File: src/rtl/sdram_addr_mux.sv
module sdram_addr_mux #(
  parameter int ADDR_W  = 26,
  parameter int COL_MAX = 10,
  parameter int ROW64_W = 13,
  parameter int ROW32_W = 14,
  parameter int BANK_W  = 2
) (
  input  logic                 clk,
  input  logic                 rst_n,
  input  logic [1:0]           cfg_page,
  input  logic                 cfg_wide,
  input  logic [2:0]           cmd,
  input  logic [ADDR_W-1:0]    req_addr,
  output logic [13:0]          sd_addr,
  output logic                 sd_a10,
  output logic [BANK_W-1:0]    sd_ba,
  output logic                 page_hit,
  output logic                 bank_miss,
  output logic                 row_miss
);
  localparam int ROW_MAX = (ROW64_W > ROW32_W) ? ROW64_W : ROW32_W;
  localparam logic [2:0] C_ACT = 3'd1, C_RW = 3'd2, C_SEQ = 3'd3, C_PREA = 3'd4, C_REF = 3'd5;

  logic [3:0]          col_w;
  logic [4:0]          row_w;
  logic [ADDR_W-1:0]   sh_col, sh_row, sh_bank;
  logic [COL_MAX-1:0]  col_mask, a_col, col_q, col_nx;
  logic [ROW_MAX-1:0]  row_mask, a_row, row_bus, open_row;
  logic [BANK_W-1:0]   a_bank, open_bank;
  logic                open_v;

  assign col_w    = (cfg_page == 2'd0) ? 4'd8 : (cfg_page == 2'd1) ? 4'd9 : 4'd10;
  assign row_w    = cfg_wide ? 5'(ROW64_W) : 5'(ROW32_W);
  assign col_mask = ~({COL_MAX{1'b1}} << col_w);
  assign row_mask = ~({ROW_MAX{1'b1}} << row_w);

  assign sh_col  = req_addr >> cfg_wide;
  assign sh_row  = sh_col >> col_w;
  assign sh_bank = sh_row >> row_w;

  assign a_col   = sh_col[COL_MAX-1:0] & col_mask;
  assign a_row   = sh_row[ROW_MAX-1:0] & row_mask;
  assign a_bank  = sh_bank[BANK_W-1:0];
  assign row_bus = a_row & ~(ROW_MAX'(1) << 10);
  assign col_nx  = (col_q + COL_MAX'(1)) & col_mask;

  assign bank_miss = !open_v || (a_bank != open_bank);
  assign row_miss  = !open_v || (a_row != open_row);
  assign page_hit  = !bank_miss && !row_miss;

  always_ff @(posedge clk) begin
    if (!rst_n) begin
      sd_addr   <= '0;
      sd_a10    <= 1'b0;
      sd_ba     <= '0;
      col_q     <= '0;
      open_v    <= 1'b0;
      open_bank <= '0;
      open_row  <= '0;
    end else begin
      case (cmd)
        C_ACT: begin
          sd_addr   <= 14'(row_bus);
          sd_a10    <= a_row[10];
          sd_ba     <= a_bank;
          open_v    <= 1'b1;
          open_bank <= a_bank;
          open_row  <= a_row;
        end
        C_RW: begin
          sd_addr <= 14'(a_col);
          sd_a10  <= 1'b0;
          sd_ba   <= a_bank;
          col_q   <= a_col;
        end
        C_SEQ: begin
          sd_addr <= 14'(col_nx);
          sd_a10  <= 1'b0;
          col_q   <= col_nx;
        end
        C_PREA: begin
          sd_addr <= '0;
          sd_a10  <= 1'b1;
          open_v  <= 1'b0;
        end
        C_REF: begin
          sd_addr <= '0;
          sd_a10  <= 1'b1;
        end
        default: ;
      endcase
    end
  end

  AST_A10_ALL_BANKS: assert property (@(posedge clk) disable iff (!rst_n)
    (cmd == C_PREA || cmd == C_REF) |=> (sd_a10 && sd_addr == '0));
  AST_COL_A10_LOW: assert property (@(posedge clk) disable iff (!rst_n)
    (cmd == C_RW || cmd == C_SEQ) |=> (!sd_a10 && sd_addr[13:10] == '0));
  AST_ROW_BIT10_CLEAR: assert property (@(posedge clk) disable iff (!rst_n)
    (cmd == C_ACT) |=> !sd_addr[10]);
  AST_SEQ_BANK_HOLD: assert property (@(posedge clk) disable iff (!rst_n)
    (cmd == C_SEQ) |=> $stable(sd_ba));
  AST_IDLE_HOLD: assert property (@(posedge clk) disable iff (!rst_n)
    (cmd == 3'd0) |=> ($stable(sd_addr) && $stable(sd_a10) && $stable(sd_ba)));
  AST_HIT_AFTER_ACT: assert property (@(posedge clk) disable iff (!rst_n)
    (cmd == C_ACT) |=> (($stable(req_addr) && $stable(cfg_page) && $stable(cfg_wide)) -> page_hit));
  AST_PREA_MISS: assert property (@(posedge clk) disable iff (!rst_n)
    (cmd == C_PREA) |=> (bank_miss && row_miss && !page_hit));
  AST_FLAG_EXCL: assert property (@(posedge clk) disable iff (!rst_n)
    page_hit |-> (!bank_miss && !row_miss));
endmodule

File: config.mk
export PLATFORM = sky130hd
export DESIGN_NAME = sdram_addr_mux
export DESIGN_NICKNAME = d
export VERILOG_FILES = /design/src/rtl/sdram_addr_mux.sv
export SDC_FILE = /design/constraint.sdc
export NUM_CORES = 1
export LEC_CHECK = 0
export ABC_AREA = 1
export BUFFER_PORTS_ARGS = -buffer_cell sky130_fd_sc_hd__buf_2
export CAP_MARGIN = 20
export CORE_ASPECT_RATIO = 1.1
export CORE_UTILIZATION = 40
export DETAILED_ROUTE_END_ITERATION = 16
export PLACE_DENSITY_LB_ADDON = 0.3
export SYNTH_ARGS = -nofsm -noshare
export SYNTH_HDL_FRONTEND = slang
export SYNTH_SLANG_ARGS = --single-unit
File: constraint.sdc
create_clock -name clk -period 4.3 [get_ports clk]
set_input_delay 0 -clock clk [delete_from_list [all_inputs] [get_ports clk]]
set_output_delay 0 -clock clk [all_outputs]
set_load 0.02 [all_outputs]
==> out/qor.yml, run 1 <==
setup_path:
  timing_worst_setup_path_type: "in2out"
  cpPeakStageDelay_ns: 0.43
  crit_required_ns: 4.30
  crit_slowest_cell: "buf_2"
  r2r_start: "col_q[0]"
  setup.worst_path.end_class: "primary output"
  worstSetupStartpointType: "primary input"
  cell_with_the_most_instances_on_the_worst_path: "nand2_1"
  crit_path_cell_trace: "buf_2, inv_2, nand2_1, and2_1, nand2_1, nand2_1, nor2_1, nor2_1, nand2_1, nor2_2, nand3_2, nor2_2, buf_2"
  worstSetupStartpoint: "cfg_wide"
  worstPathMaxFanout: 31
  worst-endpoint-arrival_ns: 2.07
sta:
  final.min_clock_period_ns: 2.071
  final-max-slew-violation-count: 0
  max-slew-margin-rel: 0.5450
  worstMarginPinSlew_ns: 0.6817
  fin_skew_ns: 0.006368
  layout_worst_path_cycle_share: 0.4816
  finalSetupViolations: 0
  hold_violations: 0
  unrepaired_setup_endpoints_after_global_routing: "no"
  totalNegativeSetupSlack_ns: 0
  hold_ws_ns: 0.07242
  clock.fmax_mhz: 482.9
die:
  num_io_pins: 54
  die_w_um: 84.87
  core_area_um2: 7167
  initial_utilization: 0.4216
  die_height_um: 93.16
  die_area_um2: 7906
  std_cell_rows: 32
power:
  p_total_mw: 0.9634
  vdd.ir_drop.worst_mv: 0.1586
  power.density_nw_per_um2: 287.7
  p_leak_nw: 1.594
detailed_routing:
  via_count: 3270
  final_antenna_net_count: 0
  drcViolationCount: 1
  drtPass1Iterations: 11
  drtIter0Drc: 189
  wl_mm: 8.610
  post_drt_via_cell_ratio: 5.343
  routedWlPerCell_um: 14.07
synth:
  syn_area_um2: 3022
  synth.distinct_cells: 39
  synth_top_area_cell: "dfxtp_1"
  synth_cells: 487
  synth.area.top_cells: "dfxtp_1 (28%), nand2_1 (21%), nand3_1 (6.6%)"
  postSynthAreaPerCell_um2: 6.205
  mappedNetlistNets: 524
  synth_most_common_cell: "nand2_1"
  post_synth_most_frequent_cells: "nand2_1 (169), inv_1 (53), dfxtp_1 (43)"
  synth_sequential_area_ratio: 0.2849
  edff_count_synth: 0
  yosysTopAreaCellShare: 0.2849
  yosys_register_bits: 43
  synthesis.yosys.warnings: 0
  synth_ff_type: "dfxtp_1"
  postSynth.asyncResetShare: 0
run_status:
  violated_checks: "design-rule violations"
  run_status: "finished with violations"
finish:
  layout-drive-gt1-share: 0.1594
  fin_nets: 563
  fillCellCount: 773
  syn_to_final_growth_pct: 10.81
  antennaDiodeCount: 0
cts:
  path_clk_slew_ns: 0.08
  clock_sink_count: 43
  cts-resized-gates: 0
  tritoncts: "built"
  cts_max_path_buffers: 2
  cts_htree_levels: 2
  cts-hold-fix-buffers: 0
  number_of_clock_buffers_inserted_by_tritoncts: 5
  cts_root_buffer: "clkbuf_8"
  post_cts_buffers: 0
  worstSkewPairLatency_ns: 0.30
grt:
  grt_max_degree: 32
  grt_pass1_wl_mm: 14.26
  track_usage: 0.2273
  initial_antenna_violation_count: 0
  grt.overflow.total: 0
  vias_in_the_first_global_route: 3135
worst_hold_path:
  hold_start: "cmd[0]"
  worst_hold_path_type: "in2reg"
place:
  io_buffer_count: 52
  globalplace.congestion: 0.8550
  place_hpwl_mm: 6.410
run:
  max_cap_violations: 0
## worst paths after layout
check | to | slack (ns) | depth (start not counted)
max | page_hit | 2.23 | 13
min | open_v | 0.07 | 3
max reg2reg | sd_addr[8] | 2.63 | 9
min reg2reg | sd_addr[13] | 0.48 | 2
## stage by stage
stage	area, um2	util	setup slack, ns	instances
finish	3348	0.4672	2.229	612
global route	3348	0.4672	2.006	612
CTS	3348	0.4672	2.273	612
detailed placement	3248	0.4532	2.281	604
global placement	3248	0.4532	2.319	604
floorplan	3022	-	2.896	487
## power by group
| part | internal [mW] | total (mW) | leakage (nW) | switching [mW] |
|---|---|---|---|---|
| clock | 0.147 | 0.291 | 0.0515 | 0.144 |
| combinational | 0.0776 | 0.237 | 1.19 | 0.159 |
| sequential | 0.421 | 0.436 | 0.352 | 0.0148 |
## area by class of cell
| class | instances | area (um2) | area share |
|---|---|---|---|
| sequential | 43 | 860.8 | 0.2571 |
| clock buffer | 8 | 100.1 | 0.02990 |
| timing repair buffer | 53 | 267.8 | 0.07997 |
| tap | 85 | 106.4 | 0.03176 |
| multi-input combinational | 367 | 1803 | 0.5385 |
| inverter | 56 | 210.2 | 0.06278 |
## registers in the layout (all words and copies together), names as in the netlist
register   flops
open_bank      2
open_row      14
open_v         1
sd_ba          2
col_q         10
sd_addr       13
sd_a10         1
## routing by layer
layer	wire length, um	share of wire	track usage	up-vias
met5	0	0	0	-
met4	193	0.022	0.1031	0
met3	383	0.044	0.03001	16
met2	4357	0.51	0.4140	77
met1	3675	0.43	0.2645	1494
li1	-	-	-	1683
## cell families after synthesis
group / Yosys count / share of synthesized area
DFF: 43 / 0.2849
AOI/OAI and AO/OA: 87 / 0.1673
buffers and inverters: 77 / 0.1184
and+or+nand+nor: 275 / 0.4128
xor gates and xnor gates: 1 / 0.002899
other: 1 / 0.001241
adders and majority gates: 3 / 0.01242
## critical path: cells and delay by family
kind,cells,cell delay [ns]
and+or+nand+nor,10,1.13
buffers and inverters,3,0.96
## cell usage in the layout (no fill, tap or decap), types with 2 or more instances in the layout
cell type    n
a211oi_1     6
a21oi_1     24
a31oi_1     16
a41oi_1      3
buf_2       52
clkbuf_8     7
dfxtp_1     43
ha_1         3
inv_1       53
inv_2        2
nand2_1    169
nand3_1     40
nand3_2      9
nand3b_1     2
nand4_1     15
nor2_1      22
nor2_2       4
nor2_4       2
nor3_1       4
o211ai_1     2
o21ai_0     29
o221ai_1     2
or2_2        3
Power figures use the tool's default switching activity.
==> run 2: changes to the inputs <==
==> constraint.sdc (replaced) <==
create_clock -name clk -period 1.7 [get_ports clk]
set_input_delay 0 -clock clk [delete_from_list [all_inputs] [get_ports clk]]
set_output_delay 0 -clock clk [all_outputs]
set_load 0.02 [all_outputs]
==> run 2 against run 1 <==
The flow now finishes without violations. Critical path depth decreased by 4. Global-route usage shrank 0.50 points. Clock skew rose by 0.0078 ns. Largest power group unchanged. Total power rose to 2.8 times the previous value. Sequential share of layout area shrank 1.3 points. Core utilization grew 2.5 points. Register-to-register slack got worse by 2.5 ns. Sequential power rose to 2.5 times the previous value. Highest routed layer unchanged. Clock power increased to 3.3 times the previous value. Cell area rose by 5.3%.
==> out/qor.yml, run 2 (synthesis results as in run 1) <==
detailed_routing:
  drtPass1Iterations: 7
  drcViolationCount: 0
  drtIter0Drc: 188
  post_drt_via_cell_ratio: 5.329
  final_antenna_net_count: 0
  via_count: 3341
  routedWlPerCell_um: 13.51
  wl_mm: 8.469
finish:
  instances_no_fill: 627
  largest_register_ff_count: 14
  final_cell_mix: "nand2_1 (169), inv_1 (53), buf_2 (52)"
  fillCellCount: 756
  fin_nets: 578
  largest_register: "open_row"
  syn_to_final_growth_pct: 16.65
  layout-drive-gt1-share: 0.1900
  final_common_cell: "nand2_1"
  antennaDiodeCount: 0
  final_design_area_no_fill_um2: 3525
  reg_top3: "open_row (14), sd_addr (13), col_q (10)"
setup_path:
  r2r_start: "col_q[0]"
  worstSetupStartpointType: "flop"
  reg2reg_to: "sd_addr[8]"
  cell_with_the_most_instances_on_the_worst_path: "nand2_1"
  critical-path-top-delay-family: "simple AND/OR/NAND/NOR gates"
  timing_worst_setup_path_type: "reg2reg"
  crit_path_cell_trace: "ha_1, nand2_1, nor2_2, inv_1, nor3_2, nand2_1, xnor2_1, nand2_1, a31oi_1"
  crit_path_end: "sd_addr[8]"
  critical_path_cell_count: 9
  worstPathMaxFanout: 4
  worstPathBufferInverterCount: 1
  worstSetupStartpoint: "col_q[0]"
  worst-r2r-setup-slack_ns: 0.15
  cpPeakStageDelay_ns: 0.37
  crit_required_ns: 1.93
  worst_reg_to_reg_path_cell_count: 9
  setup.worst_path.end_class: "flop"
  worst-endpoint-arrival_ns: 1.78
  crit_slowest_cell: "dfxtp_2"
cts:
  number_of_clock_buffers_inserted_by_tritoncts: 5
  clock_sink_count: 43
  cts-hold-fix-buffers: 0
  tritoncts: "built"
  cts_htree_levels: 2
  cts_root_buffer: "clkbuf_8"
  cts_max_path_buffers: 2
  worstSkewPairLatency_ns: 0.30
  path_clk_slew_ns: 0.09
power:
  power.density_nw_per_um2: 766.3
  power_frac_clock: 0.359
  p_int_mw: 1.876
  power.net_switching_mw: 0.8254
  p_leak_nw: 1.686
  power_switching_share: 0.3056
  sequentialPowerShare: 0.408
  power.share.combinational: 0.233
  vdd.ir_drop.worst_mv: 0.5031
place:
  placement.setup.worst_slack_ns: 0.02720
  globalplace.congestion: 0.8336
  io_buffer_count: 52
  dpl.cell_count: 617
  place_hpwl_mm: 6.436
  detailed_place.area_um2: 3346
sta:
  hold_ws_ns: 0.07314
  final-max-slew-violation-count: 0
  fin_skew_ns: 0.01415
  hold_violations: 0
  finalSetupViolations: 0
  clock.fmax_mhz: 645.6
  totalNegativeSetupSlack_ns: 0
  final.min_clock_period_ns: 1.549
  unrepaired_setup_endpoints_after_global_routing: "no"
  layout_worst_path_cycle_share: 0.9111
  fin_ws_ns: 0.1511
grt:
  grt_pass1_wl_mm: 13.97
  grt_max_degree: 29
  vias_in_the_first_global_route: 3050
  grt.overflow.total: 0
  track_usage: 0.2223
  initial_antenna_violation_count: 0
run_status:
  run_status: "finished clean"
die:
  die_area_um2: 7906
  die_w_um: 84.87
  initial_utilization: 0.4216
  core_area_um2: 7167
  num_io_pins: 54
  std_cell_rows: 32
  die_height_um: 93.16
worst_hold_path:
  worst_hold_path_type: "in2reg"
  hold_start: "cmd[0]"
run:
  max_cap_violations: 0
## run 2: worst min-delay path by stage
stage	cells after the start	end	slack [ns]
floorplan	2	sd_addr[6]	0.15
global placement	3	open_v	0.37
detailed placement	3	open_v	0.37
CTS	3	open_v	0.07
global route	3	open_v	0.11
finish	3	open_v	0.07
## run 2: through the flow
step / power [mW] / utilization
finish: 2.701 / 0.4918
floorplan: 1.555 / -
global placement: 1.732 / 0.4668
detailed placement: 1.741 / 0.4668
global route: 2.841 / 0.4918
CTS: 2.701 / 0.4866
## run 2: cell type report
type | instances | area [um2] | area share
multi-input cells | 367 | 1810 | 0.5137
clock buffers | 5 | 68.82 | 0.01952
flip-flops and latches | 43 | 862.1 | 0.2446
well taps | 85 | 106.4 | 0.03017
repair buffers | 68 | 396.6 | 0.1125
clock inverters | 3 | 67.56 | 0.01917
inverters | 56 | 212.7 | 0.06035
## run 2: timing repair
| action | 4_1_cts | 5_1_grt |
|---|---|---|
| buffers inserted | 0 | 2 |
| endpoints found under the setup margin | 1 | 3 |
| pin swaps | 0 | 1 |
| resized for setup | 1 | 5 |
## run 2: power groups by stage
stage / Sequential [mW] / Combinational (mW) / Clock (mW)
global placement: 1.12 / 0.608 / 0
floorplan: 1.14 / 0.411 / 0
global route: 1.11 / 0.707 / 1.02
finish: 1.10 / 0.629 / 0.969
detailed placement: 1.13 / 0.615 / 0
CTS: 1.10 / 0.619 / 0.980
## run 2: per-layer routing
metal	vias to the layer above	GRT usage	part of all wire
met2	87	0.4180	0.52
met4	0	0.05650	0.013
li1	1709	-	-
met5	-	0	0
met3	10	0.03266	0.040
met1	1535	0.2634	0.43
## run 2: worst min-delay path: stages
cell and delay, ns:
buf_2 0.13, o31ai_1 0.09, a21oi_1 0.11
